--- src/rtl/sdspi_pkg.sv ---
package sdspi_pkg;

  typedef enum logic [1:0] {
    CMD_OK      = 2'd0,
    CMD_TIMEOUT = 2'd1,
    CMD_RSP_ERR = 2'd2
  } cmd_status_e;

  typedef enum logic [1:0] {
    RK_SHORT  = 2'd0,
    RK_WIDE16 = 2'd1,
    RK_WIDE32 = 2'd2,
    RK_RSVD   = 2'd3
  } rsp_kind_e;

  localparam int FRAME_BYTES = 7;
  localparam int WIDE32_BYTES = 4;

  // fixed check byte: only the two opcodes that must carry a valid one
  function automatic logic [7:0] check_byte(input logic [5:0] op);
    case (op)
      6'd0:    return 8'h95;
      6'd8:    return 8'h87;
      default: return 8'h00;
    endcase
  endfunction

  function automatic logic [7:0] frame_byte(input logic [2:0] idx,
                                            input logic [5:0] op,
                                            input logic [31:0] arg);
    case (idx)
      3'd0:    return 8'hFF;
      3'd1:    return {2'b01, op};
      3'd2:    return arg[31:24];
      3'd3:    return arg[23:16];
      3'd4:    return arg[15:8];
      3'd5:    return arg[7:0];
      3'd6:    return check_byte(op);
      default: return 8'hFF;
    endcase
  endfunction

  function automatic cmd_status_e classify(input logic [7:0] r1);
    return (r1 == 8'h00 || r1 == 8'h01) ? CMD_OK : CMD_RSP_ERR;
  endfunction

endpackage

--- src/rtl/sdspi_byte_shifter.sv ---
module sdspi_byte_shifter #(
  parameter int CLK_DIV = 63
) (
  input  logic       clk,
  input  logic       rst_n,
  input  logic       go,
  input  logic [7:0] tx_byte,
  input  logic       miso,
  output logic       sclk,
  output logic       mosi,
  output logic       done,
  output logic [7:0] rx_byte
);
  localparam int DW = $clog2(CLK_DIV + 1);
  localparam logic [DW-1:0] DIV_LAST = DW'(CLK_DIV - 1);

  logic          active;
  logic          sclk_q;
  logic [2:0]    bit_idx;
  logic [DW-1:0] div_cnt;
  logic [7:0]    tx_sr;
  logic [7:0]    rx_sr;
  logic          done_q;

  always_ff @(posedge clk or negedge rst_n) begin
    if (!rst_n) begin
      active  <= 1'b0;
      sclk_q  <= 1'b0;
      bit_idx <= '0;
      div_cnt <= '0;
      tx_sr   <= 8'hFF;
      rx_sr   <= 8'h00;
      done_q  <= 1'b0;
    end else begin
      done_q <= 1'b0;
      if (!active) begin
        if (go) begin
          active  <= 1'b1;
          tx_sr   <= tx_byte;
          div_cnt <= '0;
          bit_idx <= '0;
          sclk_q  <= 1'b0;
        end
      end else if (div_cnt == DIV_LAST) begin
        div_cnt <= '0;
        if (!sclk_q) begin
          sclk_q <= 1'b1;
          rx_sr  <= {rx_sr[6:0], miso};
        end else begin
          sclk_q <= 1'b0;
          if (bit_idx == 3'd7) begin
            active <= 1'b0;
            done_q <= 1'b1;
          end else begin
            bit_idx <= bit_idx + 3'd1;
            tx_sr   <= {tx_sr[6:0], 1'b1};
          end
        end
      end else begin
        div_cnt <= div_cnt + DW'(1);
      end
    end
  end

  assign sclk    = sclk_q;
  assign mosi    = active ? tx_sr[7] : 1'b1;
  assign done    = done_q;
  assign rx_byte = rx_sr;


  mosi_hold_chk: assert property (@(posedge clk) disable iff (!rst_n)
    (sclk && $past(sclk)) |-> $stable(mosi));

  sclk_idle_low_chk: assert property (@(posedge clk) disable iff (!rst_n)
    !active |-> !sclk);

  go_when_idle_chk: assert property (@(posedge clk) disable iff (!rst_n)
    go |-> !active);

endmodule

--- src/rtl/sdspi_cmd_seq.sv ---
module sdspi_cmd_seq
  import sdspi_pkg::*;
#(
  parameter int INIT_BYTES    = 10,
  parameter int TIMEOUT_POLLS = 20000
) (
  input  logic        clk,
  input  logic        rst_n,
  input  logic        pwrup_req,
  input  logic        cmd_start,
  input  logic [5:0]  cmd_opcode,
  input  logic [31:0] cmd_arg,
  input  logic [1:0]  rsp_kind,
  output logic        byte_go,
  output logic [7:0]  byte_tx,
  input  logic        byte_done,
  input  logic [7:0]  byte_rx,
  output logic        cs_n,
  output logic        busy,
  output logic        done,
  output logic [1:0]  status,
  output logic [15:0] rsp16,
  output logic [31:0] rsp32
);
  localparam int IDX_MAX = (INIT_BYTES > FRAME_BYTES) ? INIT_BYTES : FRAME_BYTES;
  localparam int IDX_W   = $clog2(IDX_MAX + 1);
  localparam int PW      = $clog2(TIMEOUT_POLLS + 1);
  localparam logic [IDX_W-1:0] INIT_LAST  = IDX_W'(INIT_BYTES - 1);
  localparam logic [IDX_W-1:0] FRAME_LAST = IDX_W'(FRAME_BYTES - 1);
  localparam logic [IDX_W-1:0] W32_LAST   = IDX_W'(WIDE32_BYTES - 1);
  localparam logic [PW-1:0]    POLL_LAST  = PW'(TIMEOUT_POLLS - 1);
  localparam logic [PW-1:0]    SKIP_POLLS = PW'(2);

  typedef enum logic [2:0] {S_IDLE, S_PRE, S_FRAME, S_POLL, S_EXTRA} seq_state_e;

  seq_state_e      state;
  logic            wait_q;
  logic [IDX_W-1:0] idx;
  logic [PW-1:0]   poll_cnt;
  logic [5:0]      op_q;
  logic [31:0]     arg_q;
  rsp_kind_e       kind_q;
  logic [7:0]      r1_q;
  cmd_status_e     status_q;

  assign byte_go = (state != S_IDLE) && !wait_q;
  assign busy    = (state != S_IDLE);
  assign status  = status_q;

  always_comb begin
    case (state)
      S_FRAME: byte_tx = frame_byte(idx[2:0], op_q, arg_q);
      default: byte_tx = 8'hFF;
    endcase
  end

  always_ff @(posedge clk or negedge rst_n) begin
    if (!rst_n) begin
      state    <= S_IDLE;
      wait_q   <= 1'b0;
      idx      <= '0;
      poll_cnt <= '0;
      op_q     <= '0;
      arg_q    <= '0;
      kind_q   <= RK_SHORT;
      r1_q     <= '0;
      status_q <= CMD_OK;
      cs_n     <= 1'b1;
      done     <= 1'b0;
      rsp16    <= '0;
      rsp32    <= '0;
    end else begin
      done <= 1'b0;
      if (state == S_IDLE) begin
        wait_q <= 1'b0;
        idx    <= '0;
        if (pwrup_req) begin
          state <= S_PRE;
          cs_n  <= 1'b1;
        end else if (cmd_start) begin
          state    <= S_FRAME;
          op_q     <= cmd_opcode;
          arg_q    <= cmd_arg;
          kind_q   <= rsp_kind_e'(rsp_kind);
          poll_cnt <= '0;
          rsp16    <= '0;
          rsp32    <= '0;
        end
      end else begin
        if (byte_go) wait_q <= 1'b1;
        if (byte_done) begin
          wait_q <= 1'b0;
          case (state)
            S_PRE: begin
              if (idx == INIT_LAST) begin
                state    <= S_IDLE;
                cs_n     <= 1'b0;
                done     <= 1'b1;
                status_q <= CMD_OK;
              end else idx <= idx + IDX_W'(1);
            end
            S_FRAME: begin
              if (idx == FRAME_LAST) begin
                state <= S_POLL;
                idx   <= '0;
              end else idx <= idx + IDX_W'(1);
            end
            S_POLL: begin
              if (!byte_rx[7] && poll_cnt >= SKIP_POLLS) begin
                r1_q  <= byte_rx;
                rsp16 <= {8'h00, byte_rx};
                if (kind_q == RK_WIDE16 || kind_q == RK_WIDE32) begin
                  state <= S_EXTRA;
                  idx   <= '0;
                end else begin
                  state    <= S_IDLE;
                  done     <= 1'b1;
                  status_q <= classify(byte_rx);
                end
              end else if (poll_cnt == POLL_LAST) begin
                state    <= S_IDLE;
                done     <= 1'b1;
                status_q <= CMD_TIMEOUT;
              end else begin
                poll_cnt <= poll_cnt + PW'(1);
              end
            end
            S_EXTRA: begin
              if (kind_q == RK_WIDE16) begin
                rsp16[15:8] <= byte_rx;
                state       <= S_IDLE;
                done        <= 1'b1;
                status_q    <= classify(r1_q);
              end else begin
                rsp32 <= {rsp32[23:0], byte_rx};
                if (idx == W32_LAST) begin
                  state    <= S_IDLE;
                  done     <= 1'b1;
                  status_q <= classify(r1_q);
                end else idx <= idx + IDX_W'(1);
              end
            end
            default: state <= S_IDLE;
          endcase
        end
      end
    end
  end


  done_pulse_chk: assert property (@(posedge clk) disable iff (!rst_n)
    done |=> !done);

  done_not_busy_chk: assert property (@(posedge clk) disable iff (!rst_n)
    done |-> !busy);

  pre_cs_high_chk: assert property (@(posedge clk) disable iff (!rst_n)
    (state == S_PRE) |-> cs_n);

  status_legal_chk: assert property (@(posedge clk) disable iff (!rst_n)
    done |-> (status != 2'd3));

  timeout_budget_chk: assert property (@(posedge clk) disable iff (!rst_n)
    (done && status == CMD_TIMEOUT) |-> (poll_cnt == POLL_LAST));

  done_only_waiting_chk: assert property (@(posedge clk) disable iff (!rst_n)
    byte_done |-> wait_q);

endmodule

--- src/rtl/sdspi_cmd_engine.sv ---
module sdspi_cmd_engine #(
  parameter int CLK_DIV       = 63,
  parameter int INIT_BYTES    = 10,
  parameter int TIMEOUT_POLLS = 20000
) (
  input  logic        clk,
  input  logic        rst_n,
  input  logic        pwrup_req,
  input  logic        cmd_start,
  input  logic [5:0]  cmd_opcode,
  input  logic [31:0] cmd_arg,
  input  logic [1:0]  rsp_kind,
  output logic        busy,
  output logic        cmd_done,
  output logic [1:0]  cmd_status,
  output logic [15:0] rsp16,
  output logic [31:0] rsp32,
  output logic        spi_sclk,
  output logic        spi_mosi,
  input  logic        spi_miso,
  output logic        spi_cs_n
);
  logic       byte_go;
  logic [7:0] byte_tx;
  logic       byte_done;
  logic [7:0] byte_rx;

  sdspi_byte_shifter #(.CLK_DIV(CLK_DIV)) u_shift (
    .clk     (clk),
    .rst_n   (rst_n),
    .go      (byte_go),
    .tx_byte (byte_tx),
    .miso    (spi_miso),
    .sclk    (spi_sclk),
    .mosi    (spi_mosi),
    .done    (byte_done),
    .rx_byte (byte_rx)
  );

  sdspi_cmd_seq #(
    .INIT_BYTES    (INIT_BYTES),
    .TIMEOUT_POLLS (TIMEOUT_POLLS)
  ) u_seq (
    .clk        (clk),
    .rst_n      (rst_n),
    .pwrup_req  (pwrup_req),
    .cmd_start  (cmd_start),
    .cmd_opcode (cmd_opcode),
    .cmd_arg    (cmd_arg),
    .rsp_kind   (rsp_kind),
    .byte_go    (byte_go),
    .byte_tx    (byte_tx),
    .byte_done  (byte_done),
    .byte_rx    (byte_rx),
    .cs_n       (spi_cs_n),
    .busy       (busy),
    .done       (cmd_done),
    .status     (cmd_status),
    .rsp16      (rsp16),
    .rsp32      (rsp32)
  );


  sclk_low_when_idle_chk: assert property (@(posedge clk) disable iff (!rst_n)
    !busy |-> !spi_sclk);

endmodule

--- config.mk ---
export PLATFORM = sky130hd
export DESIGN_NAME = sdspi_cmd_engine
export DESIGN_NICKNAME = d
export VERILOG_FILES = /design/src/rtl/sdspi_pkg.sv /design/src/rtl/sdspi_byte_shifter.sv /design/src/rtl/sdspi_cmd_seq.sv /design/src/rtl/sdspi_cmd_engine.sv
export SDC_FILE = /design/constraint.sdc
export NUM_CORES = 1
export LEC_CHECK = 0
export ABC_AREA = 0
export BUFFER_PORTS_ARGS = -buffer_cell sky130_fd_sc_hd__buf_2
export CAP_MARGIN = 5
export CORE_MARGIN = 5
export CORE_UTILIZATION = 55
export DETAILED_ROUTE_END_ITERATION = 7
export PLACE_DENSITY_LB_ADDON = 0.3
export SYNTH_ARGS = -nofsm -noshare
export SYNTH_HDL_FRONTEND = slang
export SYNTH_SLANG_ARGS = --single-unit
--- constraint.sdc ---
create_clock -name clk -period 5.6 [get_ports clk]
set_clock_uncertainty 0.1 [all_clocks]
set_input_delay 0.28 -clock clk [delete_from_list [all_inputs] [get_ports clk]]
set_output_delay 0.28 -clock clk [all_outputs]
set_load 0.005 [all_outputs]
# Word-level counts from Yosys, hierarchy flattened
# Cells that the tools add are included.
# op_classes
bitwise	3
mux	98
n_eq_ne	45
reduce_logical	36
n_addsub	4
magnitude_cmp	1
# op_table
cell	count
two-way mux 32 bit	6
two-way mux 15 bit	7
two-way mux 16 bit	5
two-way mux 8 bit	8
two-way mux 3 bit	16
one-hot mux 8 bit (6 select lines)	1
two-way mux 4 bit	8
one-hot mux 8 bit (2 select lines)	2
two-way mux 1 bit	30
inequality test 3 x 1 -> 1 bit (second input constant)	7
two-way mux 6 bit	3
AND reduction 6 bit	3
equality test 8 x 1 -> 1 bit (second input constant)	2
zero test 8 bit	2
two-way mux 2 bit	8
one-hot mux 4 bit (4 select lines)	1
adder 15 x 1 -> 15 bit (second input constant)	1
equality test 15 bit (second input constant)	1
equality test 3 bit (second input constant)	5
>= comparator 15 x 2 -> 1 bit (second input constant)	1
AND reduction 7 bit	2
nonzero test 2 bit	7
equality test 3 x 2 -> 1 bit (second input constant)	4
inequality test 2 bit (second input constant)	6
other kinds (30)	51
# totals
reg_bits	151
wordCells	208
input_bits	45
output_inout_bits	55

# Longest topological paths before layout
# Gate-level depths: netlist of run 1.
# logic_depth
word_depth	7
ltp_mapped	9
ltp_nobuf	7

# Hierarchy
# From an unflattened synthesis of run 1, not the netlist that was laid out.
# hier_totals
hier_cells	713
area_unflattened_um2	7159.4
# by_module_without_submodules
module	cells_per_inst	instances	seq_area_each_um2	area_per_inst_um2
sdspi_cmd_seq	595	1	3054.2	5731.7
sdspi_byte_shifter	118	1	710.7	1427.6

# Worst setup path before layout of run 1
# No wires, ideal clock.
# synth_timing
kind	register to register
startpoint	register u_seq.idx[2]
endpoint	register u_shift.tx_sr[2]
arrival_ps	2258
path_buffers	2
synth_period_minus_slack_ps	2418
slack_ps	3182
t_required_ps	5440
stages_incl_launch_ff	10
setup_time_ps	60
cell_sequence	dfrtp_1 > clkbuf_1 > inv_1 > ha_1 > clkbuf_1 > a2111oi_0 > nor4_2 > nor2b_1 > a221oi_1 > a21o_1
# synth_between
elab_chain_len	5
word_cells_on_any_way	10
cone_classes	6 x eq/ne; 4 x mux
# synth_rtl
element	line_no	source
start, declared	sdspi_cmd_seq.sv:38	logic [IDX_W-1:0] idx;
start signal, assigned	sdspi_cmd_seq.sv:100	end else idx <= idx + IDX_W'(1);
start signal, assigned	sdspi_cmd_seq.sv:106	end else idx <= idx + IDX_W'(1);
start signal, assigned	sdspi_cmd_seq.sv:140	end else idx <= idx + IDX_W'(1);
equality test 3 bit (tied with other cells)	n/a	
one-hot mux 8 bit (6 select lines) (*)	sdspi_pkg.sv:31	case (idx)
two-way mux 8 bit (*)	sdspi_cmd_seq.sv:51	case (state)
two-way mux 8 bit (*)	sdspi_byte_shifter.sv:37	if (go) begin
two-way mux 8 bit (*)	sdspi_byte_shifter.sv:36	if (!active) begin
end signal, assigned	sdspi_byte_shifter.sv:39	tx_sr <= tx_byte;
end signal, assigned	sdspi_byte_shifter.sv:56	tx_sr <= {tx_sr[6:0], 1'b1};
end, declared	sdspi_byte_shifter.sv:21	logic [7:0] tx_sr;
# Every way passes the cells marked *; elsewhere a longest branch is shown, timed or not. The select of a mux whose other input is x is not followed.
# A chain may end at the register's enable or synchronous reset.

# Final worst setup path of run 1
# layout_timing
startpoint	register u_seq.state[2]
endpoint	register u_seq.poll_cnt[10]
# layout_between
elab_chain_len	3
word_cells_on_any_way	10
cone_classes	5 x eq/ne; 1 x mux; 4 x reduce/logical
# layout_rtl
element	line_no	source
start, declared	sdspi_cmd_seq.sv:36	seq_state_e state;
start signal, assigned	sdspi_cmd_seq.sv:59	state <= S_IDLE;
start signal, assigned	sdspi_cmd_seq.sv:78	state <= S_PRE;
start signal, assigned	sdspi_cmd_seq.sv:81	state <= S_FRAME;
zero test 3 bit / equality test 3 x 2 -> 1 bit (equally long branches)	sdspi_cmd_seq.sv:74, sdspi_cmd_seq.sv:93	
inequality test 2 x 1 -> 1 bit (no line) (tied with other cells)	n/a	
AND reduction 6 bit (no line)	n/a	
end signal, assigned	sdspi_cmd_seq.sv:125	poll_cnt <= poll_cnt + PW'(1);
end, declared	sdspi_cmd_seq.sv:39	logic [PW-1:0] poll_cnt;
# Parallel ways exist; a longest one is shown, timed or not.

==> impl_metrics.py, run 1 <==
metrics = {
    "drt": {
        "drc": 0,
        "wl_um": 16900,
        "drtIter0Drc": 555,
        "routed_wire_length_per_instance_um": 17.4,
        "vias": 5714,
        "drt-vias-per-instance": 5.89,
        "ant_nets": 0,
        "dr.pass1.iters": 5,
    },
    "placement": {
        "portBuffers": 99,
        "placed_cells_incl_taps": 895,
        "place_congestion": 0.915,
        "dpl_cell_area_um2": 7450,
        "hpwl_um": 10700,
    },
    "synth": {
        "synth_cell_types": 59,
        "synth_edf_count": 0,
        "synth_fp_nets": 710,
        "synth-main-ff-cell": "dfrtp_1",
        "synthCells": 653,
        "synth.avg_cell_area_um2": 10.4,
        "synth_seq_cells": 150,
        "synthesis.area_um2": 6820,
        "ys_async_sr_fraction": 1.00,
        "seq_area_frac_synth": 0.552,
        "yosys_warnings": 0,
    },
    "timing": {
        "min_period_over_period": 0.550,
        "rsz0062_at_grt": "false",
        "timing.hold.ws_ns": 0.0848,
        "period_needed_ns": 3.08,
        "worst_slew_pin_slew_ns": 1.03,
        "setup_tns_ns": 0,
        "finalSetupViolations": 0,
        "slew_headroom": 0.311,
        "slew_violations": 0,
        "fmax_mhz": 325,
        "hold_viol": 0,
    },
    "die": {
        "num_rows": 40,
        "ios": 100,
        "start_util": 0.565,
        "fp.coreArea_um2": 12100,
        "die_x_um": 121,
        "die_area_um2": 14700,
        "die_y_um": 121,
    },
    "clock_tree": {
        "clock_sinks": 150,
        "cts-root-buf": "clkbuf_16",
        "cts_tree": "yes",
        "clockBufferDepth": 2,
        "cts-resized-gates": 0,
        "htreeDepth": 4,
        "cts_made_buffers": 17,
        "path_clk_slew_ns": 0.06,
        "clkLatencyLatePin_ns": 0.43,
    },
    "grt": {
        "grt_max_degree": 95,
        "antenna_found_initial": 1,
        "overflow": 0,
        "grtUsageTotal": 0.239,
        "grt_pass1_wl_um": 28000,
        "grt_pass1_vias": 5710,
    },
    "critical_path": {
        "slowest_stage": "and3_2",
        "critPathBufInv": 0,
        "path_max_fanout": 55,
        "cp_top_family": "simple AND/OR/NAND/NOR gates",
        "crit_cells": 5,
        "r2r_cells": 5,
        "arrival_ns": 3.32,
        "timing.reg2reg.setup_slack_ns": 2.52,
        "required_ns": 5.84,
        "start_kind": "flip-flop",
        "critPathKind": "reg -> reg",
        "end_kind": "flip-flop",
        "critPathMaxStageDelay_ns": 0.89,
        "crit_chain": "nor2_1, and3_2, a31oi_2, or4_1, a21oi_1",
    },
    "finish": {
        "stdcell_count": 970,
        "area_growth_pct": 24.3,
        "fin_nets": 845,
        "final_cell_area_um2": 8480,
        "drive_above_1_share": 0.226,
    },
    "job": {
        "cap_violations": 0,
    },
    "hold_path": {
        "hold_path_class": "in -> reg",
        "worstHoldPathCells": 3,
    },
    "run_status": {
        "status": "complete, no violations",
    },
    "pwr": {
        "power_density_nw_per_um2": 273,
        "vdd_drop_max_v": 0.000221,
        "leakage_nw": 4.30,
        "p_total_mw": 2.32,
    },
}
-- final timing paths --
| kind | from | endpoint |
|---|---|---|
| worst max register to register | u_seq.state[2] | u_seq.poll_cnt[10] |
| worst max-delay path | u_seq.state[2] | u_seq.poll_cnt[10] |
| min in group asynchronous | rst_n | u_seq.rsp32[10] |
| worst min register to register | u_shift.tx_sr[5] | u_shift.tx_sr[5] |
| max in group asynchronous | rst_n | u_seq.rsp32[3] |
| worst min-delay path | pwrup_req | u_seq.cs_n |
-- sequential cells by signal, indices dropped and copies added, names as in the netlist, 2 cells and up --
name	count
u_seq.rsp32	32
u_shift.div_cnt	6
u_seq.rsp16	16
u_seq.state	3
u_seq.status	2
u_seq.arg_q	32
u_seq.idx	4
u_seq.op_q	6
u_seq.r1_q	7
u_shift.rx_byte	8
u_seq.poll_cnt	15
u_shift.bit_idx	3
u_shift.tx_sr	8
u_seq.kind_q	2
-- Yosys cell counts (all sizes together), types with 2 or more instances --
master	number	area (um2)
o211ai	6	45.0
a222oi	4	40.0
clkbuf	25	93.8
a22oi	7	57.6
mux2i	6	60.1
mux2	26	293
nand2	162	608
a22o	41	359
a32oi	3	26.3
a21oi	14	70.1
nor2	23	88.8
o21ai	25	125
a311oi	2	17.5
nand2b	7	43.8
nor2b	6	37.5
inv	19	71.3
nor4	10	103
ha	12	150
nor3	7	46.3
nor3b	2	15.0
o22ai	2	12.5
nand3	13	65.1
a221oi	6	52.6
a211o	2	17.5
xnor2	6	52.6
buf	4	23.8
or4	9	67.6
and2	2	12.5
dfrtp	141	3530
o31ai	7	52.6
o41ai	2	17.5
nand4	4	25.0
and4	4	35.0
dfstp	9	236
and3	15	93.8
a31oi	2	18.8
and3b	2	17.5
a21o	5	37.5
-- per-stage QoR --
step / util / setup slack [ns]
final: 0.703 / 2.52
after global routing: 0.703 / 2.28
after CTS: 0.703 / 2.53
after detailed placement: 0.618 / 2.57
after global placement: 0.618 / 2.72
after floorplan: - / 3.18
-- cell families after synthesis --
| logic type | count (synthesis) | share of synthesized area |
|---|---|---|
| buf+inv | 48 | 0.0277 |
| xor+xnor | 7 | 0.00899 |
| mux | 32 | 0.0517 |
| compound gates | 136 | 0.151 |
| simple gates | 268 | 0.186 |
| flops | 150 | 0.552 |
| fa+ha+maj | 12 | 0.0220 |
-- report_power, final --
part	switching, mW	internal, mW	total [mW]
Clock	0.466	0.704	1.17
Sequential	0.000642	1.08	1.09
Combinational	0.0309	0.0314	0.0623
-- area by class of cell --
cell class                      instances  area (um2)
Sequential cell                       150        3760
Fill cell                             874        3580
Multi-Input combinational cell        455        2870
Timing Repair Buffer                  145         952
Clock buffer                           18         429
Tap cell                              168         210
Clock inverter                         14         175
Inverter                               19        71.3
Antenna cell                            1        2.50
-- cells in the final DEF, fill, tap and decap left out, types with 12 or more instances in the layout --
cell,synthesis,final
mux2_2,23,23
clkbuf_16,0,17
and3_1,15,14
nand3_1,13,13
ha_1,12,12
dfrtp_1,141,141
inv_1,19,19
nor2_1,22,22
buf_2,1,98
a22o_1,41,41
dlygate4sd3_1,0,42
nand2_1,162,162
o21ai_0,24,24
a21oi_1,14,14
-- timing repair --
item | CTS | global route
endpoints found under the hold margin | 133 | 0
hold buffers | 42 | 0
buffers inserted | 0 | 0
-- worst min-delay path: stages --
cell	delay (ns)
buf_2	0.13
a21oi_1	0.14
a21oi_1	0.06
-- routing by layer --
layer	wire length (um)	GRT usage	share of wire	vias up
met3	1010	0.0550	0.060	45
met1	7100	0.305	0.42	2849
met2	8310	0.385	0.49	213
met5	13	0	0.00077	-
li1	-	-	-	2605
met4	462	0.116	0.027	2
Power figures use the tool's default switching activity.
==> inputs of run 2 (changes only) <==
==> constraint.sdc (replaced) <==
create_clock -name clk -period 2.85 [get_ports clk]
set_clock_uncertainty 0.1 [all_clocks]
set_input_delay 0.1425 -clock clk [delete_from_list [all_inputs] [get_ports clk]]
set_output_delay 0.1425 -clock clk [all_outputs]
set_load 0.005 [all_outputs]
==> run 2 against run 1 <==
- cell count increased by 1.0%
- flip-flop and latch count is the same
- sequential power increased by 95%
- via count down 1.0%
- total power increased by 98%
- wire length barely moved
- critical path depth rose by 2
- clock power up 100%
- non-clock buffer count grew 10
- worst hold slack better by 0.14 ns
- die area unchanged
==> impl_metrics.py, run 2 (synthesized netlist as in run 1, its figures left out) <==
metrics = {
    "pwr": {
        "power_density_nw_per_um2": 536,
        "p_total_mw": 4.60,
        "vdd_drop_max_v": 0.000424,
        "leakage_nw": 4.36,
    },
    "grt": {
        "antenna_found_initial": 0,
        "grtUsageTotal": 0.238,
        "grt_max_degree": 82,
        "grt_pass1_vias": 5630,
        "overflow": 0,
        "grt_pass1_wl_um": 27800,
    },
    "clock_tree": {
        "cts_made_buffers": 17,
        "cts-resized-gates": 0,
        "clock_sinks": 150,
        "path_clk_slew_ns": 0.06,
        "hold_buffers": 43,
        "cts_tree": "yes",
        "cts-root-buf": "clkbuf_16",
        "clkLatencyLatePin_ns": 0.42,
        "clockBufferDepth": 2,
        "cts_setup_buffers": 0,
        "htreeDepth": 4,
    },
    "critical_path": {
        "required_ns": 3.05,
        "end_kind": "flip-flop",
        "critPathKind": "reg -> reg",
        "crit_chain": "inv_1, ha_1, nor4_2, a41o_2, mux2_2, a32oi_1, mux2_1",
        "start_kind": "flip-flop",
        "critPathMaxStageDelay_ns": 0.42,
        "timing.reg2reg.setup_slack_ns": 0.23,
        "slowest_stage": "dfrtp_1",
        "arrival_ns": 2.82,
        "path_max_fanout": 6,
    },
    "drt": {
        "drt-vias-per-instance": 5.77,
        "wl_um": 16900,
        "routed_wire_length_per_instance_um": 17.3,
        "drtIter0Drc": 584,
        "drc": 0,
        "vias": 5657,
        "dr.pass1.iters": 8,
        "ant_nets": 0,
    },
    "timing": {
        "finalSetupViolations": 0,
        "setup_tns_ns": 0,
        "worst_slew_pin_slew_ns": 0.705,
        "slew_violations": 0,
        "fmax_mhz": 381,
        "slew_headroom": 0.530,
        "fin_ws_ns": 0.228,
        "min_period_over_period": 0.920,
        "rsz0062_at_grt": "false",
        "period_needed_ns": 2.62,
        "hold_viol": 0,
    },
    "placement": {
        "placed_cells_incl_taps": 904,
        "hpwl_um": 11000,
        "place_ws_ns": 0.294,
        "portBuffers": 99,
        "place_congestion": 0.901,
        "dpl_cell_area_um2": 7520,
    },
    "die": {
        "die_area_um2": 14700,
        "ios": 100,
        "start_util": 0.565,
        "fp.coreArea_um2": 12100,
        "num_rows": 40,
        "die_x_um": 121,
        "die_y_um": 121,
    },
    "finish": {
        "drive_above_1_share": 0.236,
        "stdcell_count": 980,
        "area_growth_pct": 25.7,
        "final_cell_area_um2": 8570,
        "final_cell_mix": "nand2_1 (162), dfrtp_1 (141), buf_2 (98)",
        "fin_nets": 855,
        "layout_commonest_cell": "nand2_1",
        "reg_top3": "u_seq.arg_q: 32 flops, u_seq.rsp32: 32 flops, u_seq.rsp16: 16 flops",
    },
    "job": {
        "cap_violations": 0,
    },
    "run_status": {
        "status": "complete, no violations",
    },
    "hold_path": {
        "hold_path_class": "in -> async",
    },
}
run 2: cell count changes in the layout (fill, tap and decap cells not counted), sizes merged:
cell / change
inv: +3
dlygate4sd3: +1
buf: +9
clkbuf: -1
clkinvlp: -2
run 2: path summary, 6_finish.rpt:
kind                                    from                to  cells after the start
max reg2reg                u_seq.poll_cnt[0]   u_seq.status[1]                      7
max in group asynchronous              rst_n        u_seq.cs_n                      3
min in group clk                   cmd_start    u_seq.state[2]                      5
min reg2reg                 u_shift.tx_sr[5]  u_shift.tx_sr[5]                      2
min                                    rst_n    u_seq.rsp16[3]                      2
max                        u_seq.poll_cnt[0]   u_seq.status[1]                      7
run 2: layout make-up:
class                   instances  area (um2)
inverters                      19        71.3
fillers                       846        3490
diodes                          1        2.50
clock inverters                15         193
well taps                     168         210
multi-input cells             455        2870
clock buffers                  17         425
flip-flops and latches        150        3760
repair buffers                155        1030
run 2: where the power goes:
part / internal [mW] / switching (mW)
logic: 0.0645 / 0.0600
registers: 2.13 / 0.00113
clock network: 1.40 / 0.939
run 2: worst max-delay path, delay by kind of cell (launching register included):
kind,cells,cell delay [ns]
flip-flops,1,0.42
adder cells (fa/ha/maj),1,0.20
buffers and inverters,1,0.07
AO/OA/AOI/OAI,2,0.59
multiplexers,2,0.73
AND/OR/NAND/NOR,1,0.38
run 2: stage by stage:
step           hold slack (ns)  utilization
4_1_cts                  0.225        0.710
3_5_place_dp             0.123        0.623
5_1_grt                  0.294        0.710
3_3_place_gp             0.118        0.623
2_1_floorplan           -0.253            -
6_report                 0.230        0.710
run 2: metal layers:
layer	wire, um	part of all wire	vias to the layer above	GRT usage
met4	425	0.025	0	0.102
met5	0	0	-	0
met3	1010	0.059	43	0.0536
li1	-	-	2633	-
met2	8340	0.49	222	0.390
met1	7140	0.42	2759	0.304
